`src/rtl/booth_pkg.sv`:
```
package booth_pkg;

   typedef enum logic [1:0] {
      BOOTH_KEEP = 2'd0,
      BOOTH_ADD  = 2'd1,
      BOOTH_SUB  = 2'd2
   } booth_op_e;

   // Counter width for a run of n steps
   function automatic int unsigned step_cnt_bits(input int unsigned n);
      return (n < 2) ? 1 : $clog2(n + 1);
   endfunction

endpackage

```
`src/rtl/booth_recode.sv`:
```
module booth_recode
   import booth_pkg::*;
(
   input  logic      q_lsb_i,
   input  logic      q_ext_i,
   output booth_op_e op_o
);

   always_comb begin
      unique case ({q_lsb_i, q_ext_i})
         2'b10:   op_o = BOOTH_SUB;   // first one of a run of ones
         2'b01:   op_o = BOOTH_ADD;   // first zero after a run of ones
         default: op_o = BOOTH_KEEP;  // inside a run
      endcase
   end

endmodule

```
`src/rtl/booth_addsub.sv`:
```
module booth_addsub
   import booth_pkg::*;
#(
   parameter int unsigned AW           = 9,
   parameter bit          SHARED_ADDER = 1'b1
)(
   input  logic [AW-1:0] acc_i,
   input  logic [AW-1:0] opd_i,
   input  booth_op_e     op_i,
   output logic [AW-1:0] res_o
);

   generate
      if (SHARED_ADDER) begin : g_shared
         // One carry chain; subtraction through inverted operand and carry-in
         logic          is_sub;
         logic [AW-1:0] opd_sel;
         logic [AW-1:0] sum;
         assign is_sub  = (op_i == BOOTH_SUB);
         assign opd_sel = is_sub ? ~opd_i : opd_i;
         assign sum     = acc_i + opd_sel + {{(AW-1){1'b0}}, is_sub};
         assign res_o   = (op_i == BOOTH_KEEP) ? acc_i : sum;
      end else begin : g_split
         // Separate add and subtract paths, selected after the carry chains
         logic [AW-1:0] sum;
         logic [AW-1:0] diff;
         assign sum  = acc_i + opd_i;
         assign diff = acc_i - opd_i;
         always_comb begin
            unique case (op_i)
               BOOTH_ADD: res_o = sum;
               BOOTH_SUB: res_o = diff;
               default:   res_o = acc_i;
            endcase
         end
      end
   endgenerate

endmodule

```
`src/rtl/booth_seq_ctrl.sv`:
```
module booth_seq_ctrl
   import booth_pkg::*;
#(
   parameter int unsigned W = 8
)(
   input  logic clk,
   input  logic rst_n,
   input  logic start_i,
   output logic load_o,
   output logic step_o,
   output logic done_o
);

   localparam int unsigned CW = step_cnt_bits(W);
   localparam logic [CW-1:0] CNT_INIT = CW'(W);
   localparam logic [CW-1:0] CNT_LAST = CW'(1);

   logic [CW-1:0] cnt_q;
   logic          busy_q;
   logic          done_q;
   logic          last_step;

   assign load_o    = start_i && !busy_q;
   assign step_o    = busy_q;
   assign last_step = busy_q && (cnt_q == CNT_LAST);
   assign done_o    = done_q;

   always_ff @(posedge clk or negedge rst_n) begin
      if (!rst_n) begin
         cnt_q  <= '0;
         busy_q <= 1'b0;
         done_q <= 1'b0;
      end else begin
         done_q <= last_step;
         if (load_o) begin
            cnt_q  <= CNT_INIT;
            busy_q <= 1'b1;
         end else if (busy_q) begin
            cnt_q <= cnt_q - CNT_LAST;
            if (last_step) busy_q <= 1'b0;
         end
      end
   end

endmodule

```
`src/rtl/booth_seq_mul.sv`:
```
module booth_seq_mul
   import booth_pkg::*;
#(
   parameter int unsigned W            = 8,
   parameter bit          SHARED_ADDER = 1'b1
)(
   input  logic           clk,
   input  logic           rst_n,
   input  logic           start_i,
   input  logic [W-1:0]   mcand_i,
   input  logic [W-1:0]   mplier_i,
   output logic [2*W-1:0] product_o,
   output logic           done_o
);

   // One guard bit keeps the accumulator sign right when the most negative
   // multiplicand is subtracted.
   localparam int unsigned AW = W + 1;

   generate
      if (W < 2) begin : g_bad_width
         $error("booth_seq_mul: W must be at least 2");
      end
   endgenerate

   logic [AW-1:0] ac_q;
   logic [W-1:0]  qr_q;
   logic          qx_q;
   logic [AW-1:0] br_q;
   logic [AW-1:0] ac_next;
   booth_op_e     op;
   logic          load;
   logic          step;

   booth_seq_ctrl #(.W(W)) u_ctrl (
      .clk     (clk),
      .rst_n   (rst_n),
      .start_i (start_i),
      .load_o  (load),
      .step_o  (step),
      .done_o  (done_o)
   );

   booth_recode u_recode (
      .q_lsb_i (qr_q[0]),
      .q_ext_i (qx_q),
      .op_o    (op)
   );

   booth_addsub #(.AW(AW), .SHARED_ADDER(SHARED_ADDER)) u_addsub (
      .acc_i (ac_q),
      .opd_i (br_q),
      .op_i  (op),
      .res_o (ac_next)
   );

   always_ff @(posedge clk or negedge rst_n) begin
      if (!rst_n) begin
         ac_q <= '0;
         qr_q <= '0;
         qx_q <= 1'b0;
         br_q <= '0;
      end else if (load) begin
         ac_q <= '0;
         qr_q <= mplier_i;
         qx_q <= 1'b0;
         br_q <= {mcand_i[W-1], mcand_i};
      end else if (step) begin
         // arithmetic right shift of {AC, QR, Qx} after the add/subtract
         {ac_q, qr_q, qx_q} <= {ac_next[AW-1], ac_next, qr_q};
      end
   end

   assign product_o = {ac_q[W-1:0], qr_q};

endmodule

```
`config.mk`:
```
export PLATFORM = sky130hd
export DESIGN_NAME = booth_seq_mul
export DESIGN_NICKNAME = d
export VERILOG_FILES = /design/src/rtl/booth_pkg.sv /design/src/rtl/booth_recode.sv /design/src/rtl/booth_addsub.sv /design/src/rtl/booth_seq_ctrl.sv /design/src/rtl/booth_seq_mul.sv
export SDC_FILE = /design/constraint.sdc
export NUM_CORES = 1
export LEC_CHECK = 0
export BUFFER_PORTS_ARGS = -buffer_cell sky130_fd_sc_hd__buf_2
export CAP_MARGIN = 15
export CORE_ASPECT_RATIO = 1.4
export CORE_UTILIZATION = 50
export DETAILED_ROUTE_END_ITERATION = 6
export PLACE_DENSITY_LB_ADDON = 0.08
export SLEW_MARGIN = 20
export SYNTH_ARGS = -nofsm -noshare
export SYNTH_HDL_FRONTEND = slang
export SYNTH_HIERARCHICAL = 1
export SYNTH_SLANG_ARGS = --single-unit
```
`constraint.sdc`:
```
create_clock -name clk -period 2.9 [get_ports clk]
set_clock_uncertainty 0.1 [all_clocks]
set_input_delay 0.29 -clock clk [delete_from_list [all_inputs] [get_ports clk]]
set_output_delay 0.29 -clock clk [all_outputs]
set_load 0.05 [all_outputs]
```
Yosys cells after proc, flatten, opt, wreduce, memory -nomap -nowiden. Index checks and enable logic that the tools add are counted. Widths: inputs -> output; s select.

Register bits after elaboration: 32. Word-level logic and storage cells: 34. Bits of input ports: 19. Output and inout port bits: 17.

Bitwise gates (word level): 1. Equal/unequal tests: 4. $add $sub $neg: 3. Reductions and logical operators: 5. Muxes and demuxes: 14.

Operators with widths (count): $mux 9 (4); $mux 8 (2); $add 9x1->9 (1); $add 9x9->9 (1); $not 9->9 (1); $mux 4 (2); $mux 1 (5); $eq 2x2->1 const B (2); $eq 4x1->1 const B (1); $pmux 2 s2 (1); $sub 4x1->4 const B (1); $eq 2x1->1 const B (1); $logic_and 1x1->1 (2); $logic_not 2->1 (1); $reduce_bool 2->1 (1); $logic_not 1->1 (1).

Depth between registers and ports, before layout.
Depth in word-level cells: 9. Mapped depth: 13. Depth with buffers taken out: 12.

Hierarchy. Netlist, hierarchy kept.

Modules (own cells, without submodules): booth_seq_mul (area an instance 1072.3 sq um, cells each 81, seq. area each 625.6 sq um, instances 1); booth_addsub (area an instance 573.0 sq um, cells each 81, seq. area each 0.0 sq um, instances 1); booth_seq_ctrl (area an instance 276.5 sq um, cells each 23, seq. area each 150.1 sq um, instances 1); booth_recode (area an instance 15.0 sq um, cells each 2, seq. area each 0.0 sq um, instances 1).

Worst setup path after synthesis. Ideal clock, no wire load.

Path kind: register -> register. Start point: register qr_q[0]. End point: register ac_q[7]. Buffers on the path: 1. Arrival: 2.931 ns. Clock period less this slack: 3.153 ns. Data required time: 2.679 ns. Stages on the path, launching flop included: 14. Setup slack: -0.253 ns. Library setup time: 0.121 ns. Cell sequence: dfrtp_1 > and2b_2 > nand2b_1 > buf_2 > xnor2_1 > inv_1 > fa_1 > nand2b_1 > a21oi_1 > o2111a_1 > a211oi_1 > nand3b_1 > mux2i_1 > nor2_1.

Word-level cells in the longest chain between the ends: 9. Elaborated cells between the ends (all ways): 11. Classes of those cells: 2 x add/sub; 3 x eq/ne; 5 x mux; 1 x reduce/logical.

RTL lines: start, declared (RTL line booth_seq_mul.sv:27) `logic [W-1:0] qr_q;`; start signal, assigned (RTL line booth_seq_mul.sv:65) `qr_q <= mplier_i;`; start signal, assigned (RTL line booth_seq_mul.sv:70) `{ac_q, qr_q, qx_q} <= {ac_next[AW-1], ac_next, qr_q};`; $eq 2x1->1 or $eq 2x2->1 (tied branches) (RTL line booth_recode.sv:10) `unique case ({q_lsb_i, q_ext_i})`; $pmux 2 s2 (*) (RTL line booth_recode.sv:10); via op[0] (RTL line booth_seq_mul.sv:31) `booth_op_e op;`; $eq 2x2->1 (RTL line booth_addsub.sv:19) `assign is_sub = (op_i == BOOTH_SUB);`; $mux 9 (RTL line booth_addsub.sv:20) `assign opd_sel = is_sub ? ~opd_i : opd_i;`; $add 9x9->9 (RTL line booth_addsub.sv:21) `assign sum = acc_i + opd_sel + {{(AW-1){1'b0}}, is_sub};`; $add 9x1->9 (RTL line booth_addsub.sv:21); $mux 9 (*) (RTL line booth_addsub.sv:22) `assign res_o = (op_i == BOOTH_KEEP) ? acc_i : sum;`; via ac_next[8] (RTL line booth_seq_mul.sv:30) `logic [AW-1:0] ac_next;`; $mux 9 (*) (RTL line booth_seq_mul.sv:68) `end else if (step) begin`; $mux 9 (*) (RTL line booth_seq_mul.sv:63) `end else if (load) begin`; end signal, assigned (RTL line booth_seq_mul.sv:70); end, declared (RTL line booth_seq_mul.sv:26) `logic [AW-1:0] ac_q;`.

The timed path passes the listed nets; every way through them passes the cells marked *. The select of a mux whose other input is x is not followed. A chain may end at the register's enable or synchronous reset.

Worst setup path after layout.
Start point: register qx_q. End point: register ac_q[7].

Word-level cells in the longest chain between the ends: 9. Elaborated cells between the ends (all ways): 11. Classes of those cells: 2 x add/sub; 3 x eq/ne; 5 x mux; 1 x reduce/logical.

RTL lines: start, declared (RTL line booth_seq_mul.sv:28) `logic qx_q;`; start signal, assigned (RTL line booth_seq_mul.sv:70); $eq 2x1->1 or $eq 2x2->1 (tied branches) (RTL line booth_recode.sv:10); $pmux 2 s2 (*) (RTL line booth_recode.sv:10); via op[0] (RTL line booth_seq_mul.sv:31); $eq 2x2->1 (RTL line booth_addsub.sv:19); $mux 9 (RTL line booth_addsub.sv:20); $add 9x9->9 (RTL line booth_addsub.sv:21); $add 9x1->9 (RTL line booth_addsub.sv:21); $mux 9 (*) (RTL line booth_addsub.sv:22); via ac_next[8] (RTL line booth_seq_mul.sv:30); $mux 9 (*) (RTL line booth_seq_mul.sv:68); $mux 9 (*) (RTL line booth_seq_mul.sv:63).

Marked as above.

==> results.md <==
- Status: completed
- DP Wirelength: 2880 um
- Final ANT Viol Nets: 0
- Starting Density: a little over half
- Setup CP Type: reg2reg
- Sequential share of the synthesized area: 40.1%
- Startpoint types: flop
- Final worst slack: 0.153 ns
- Crit path capture type: flop
- Syn Area/Cell: approximately 10 um2
- Number of synthesized flops with an enable pin: 0
- Via density: 5.64
- Final hold violation count: 0
- Diodes inserted: 0
- Synth unique cells: 43
- Syn nets: 216
- Worst-path clk slew: 0.07 ns
- First-pass GRT wire length: 6180 um
- Largest stage delay on the critical path: 0.45 ns
- Clk_lat worst skew: 0.28 ns
- Number of nets in the layout: 257
- Grt ovf: 0
- WHS: 0.121 ns
- Antenna violations before repair: 0
- Critical Path Most Common Cell: nand2b_4
- Clock sinks: 31
- CTS Buffer Depth: 2
- IO Port Bufs: 35
- Worst-Margin Slew: 0.689 ns
- Via count: 1523
- DIE HEIGHT: 75.6 um
- WP data arrival: 2.82 ns
- Vias in the first global route: 1455
- Post-layout util: 62.1%
- Synth Instances: approximately 190
- CORE AREA: 3680 um2
- Critical path's slowest cell: fa_1
- Period Utilization, post-route: 94.7%
- DP Worst Slack: ~0.067 ns
- # DRC: 0
- Synth-to-Final Area Change: 17.8%
- Cts bufs inserted: 5
- Cells along the critical path: and2b_2 -> nand2b_4 -> xnor2_4 -> inv_1 -> fa_1 -> nand2b_4 -> a21oi_2 -> o2111a_1 -> a211oi_1 -> nand3b_1 -> mux2i_1 -> nor2_1
- Final setup violation count: 0
- Netlist Area Pre-Place: 1940 um2
- Layout cells sized above 1: between 30 and 40%
- Yosys reg bits: 31
- Worst hold-check path type: in2reg
- CTS tree: done
- Width of the die: 54.6 um
- CP required: 2.97 ns
- Pin count of the biggest net entering global routing: 32
- Max FO, Critical Path: 5
- Global Route Usage Sum: between 20% and 30%
- Die Area: 4130 um2
- Minimum clock period: approximately 2.7 ns
- Routed len/inst: 14.5 um
- MaxCap Viol Count: 0
- Post-CTS setup buffer count: 0
- # rows: 26
- Syn. warnings: 6
- Post-synth top flop: dfrtp_1
- Root Buffer Master: clkbuf_8
- Setup_tns: 0 ns
- 1st-pass router iterations: 4
- Worst rel slew slack: 54.0%
- Final GP Congestion: between 0.7 and 0.8
- Drt initial violations: 30
- Ys async rst share: 100%
- FMAX: 0.364 GHz
- Slew Limit Fails: 0
- # H-tree levels: 2
- Boundary Pins: 36
- Final wirelength: 3900 um
[repair_timing]
item | CTS | global route
hold buffers | 1 | 0
gates resized for setup | 0 | 7
endpoints found under the setup margin | 0 | 3
hold endpoints to repair | 31 | 0
[synthesized netlist by cell type (all sizes together), types with 2 or more instances]
library cell  number  area share, %
buf                8            4.1
a21o               3            1.2
nand2b             5            1.6
o31ai              2           0.77
and2               2           0.78
mux2               9            6.2
a21oi             10            2.6
ha                 9            5.8
o211ai             3            1.4
mux2i             17            8.8
xor2               4            1.8
nand2             14            2.7
a22o               2           0.90
nor2b              2           0.65
nor2              21            4.1
xnor2              9            4.1
nor3               2           0.52
dfrtp             31             40
inv                5           0.97
o21ai             12            3.1
[through the flow]
step,instances,cell area (um2)
4_1_cts,270,2240
3_3_place_gp,262,2140
3_5_place_dp,262,2140
2_1_floorplan,187,1950
6_report,270,2280
5_1_grt,270,2280
[registers in the layout (all words and copies together), names as in the netlist]
signal and count:
u_ctrl/cnt_q 4, qr_q 8, qx_q 1, br_q 8, ac_q 8, u_ctrl/done_o 1, u_ctrl/step_o 1
[placed cells by master (no fill, tap or decap), types with 2 or more instances in the layout]
| cell | netlist | layout |
|---|---|---|
| ha_1 | 9 | 9 |
| a21oi_1 | 10 | 9 |
| mux2_2 | 4 | 4 |
| clkbuf_8 | 0 | 6 |
| nand2_1 | 14 | 14 |
| buf_2 | 3 | 35 |
| nor2_1 | 21 | 21 |
| o211ai_1 | 2 | 2 |
| nand2b_1 | 5 | 3 |
| mux2_4 | 5 | 5 |
| buf_4 | 0 | 6 |
| dfrtp_1 | 31 | 30 |
| xnor2_1 | 9 | 8 |
| nor2b_2 | 0 | 2 |
| o21ai_0 | 11 | 11 |
| mux2i_1 | 17 | 17 |
| o31ai_1 | 2 | 2 |
| nand2b_4 | 0 | 2 |
| a22o_1 | 2 | 2 |
| nor3_1 | 2 | 2 |
| a21o_1 | 3 | 3 |
| inv_1 | 5 | 5 |
| xor2_1 | 4 | 4 |
[worst max-delay path: cells and delay by family, from the launching register on]
kind | cells | cell delay, ns
flops | 1 | 0.40
buf+inv | 1 | 0.07
xor+xnor | 1 | 0.18
compound gates | 3 | 0.52
simple gates | 5 | 0.79
fa+ha+maj | 1 | 0.45
mux | 1 | 0.13
[final timing paths]
path	startpoint	end	slack (ns)	cells after the start
worst max-delay path	qx_q	ac_q[7]	0.15	12
worst min-delay path	mplier_i[4]	qr_q[4]	0.12	3
worst max register to register	qx_q	ac_q[7]	0.15	12
worst min register to register	br_q[6]	br_q[6]	0.45	1
max in group asynchronous	rst_n	qr_q[0]	1.72	2
min in group asynchronous	rst_n	u_ctrl/cnt_q[3]	0.49	2
[per-layer routing]
| metal | up-vias | track usage (%) | routed length [um] |
|---|---|---|---|
| met5 | - | 0 | 0 |
| met4 | 0 | 8.83 | 68 |
| met3 | 8 | 4.59 | 126 |
| met2 | 37 | 37.1 | 2120 |
| met1 | 740 | 22.7 | 1590 |
| li1 | 738 | - | - |
[cells by family after synthesis]
family | Yosys count | synth area share [%]
mux | 26 | 15.0
compound gates | 39 | 13.3
buf+inv | 13 | 5.10
fa+ha+maj | 10 | 6.85
xor+xnor | 13 | 5.88
simple gates | 55 | 13.8
flops | 31 | 40.1
[final cells by class]
cell class              count  area, um2
fillers                   341       1390
multi-input cells         143       1120
flip-flops and latches     31        777
repair buffers             42        230
clock buffers               6       82.6
well taps                  42       52.6
inverters                   5       18.8
clock inverters             1       5.00
Power is not shown: default switching activity piles up to over one toggle a cycle in this logic, so the estimate is an artifact.
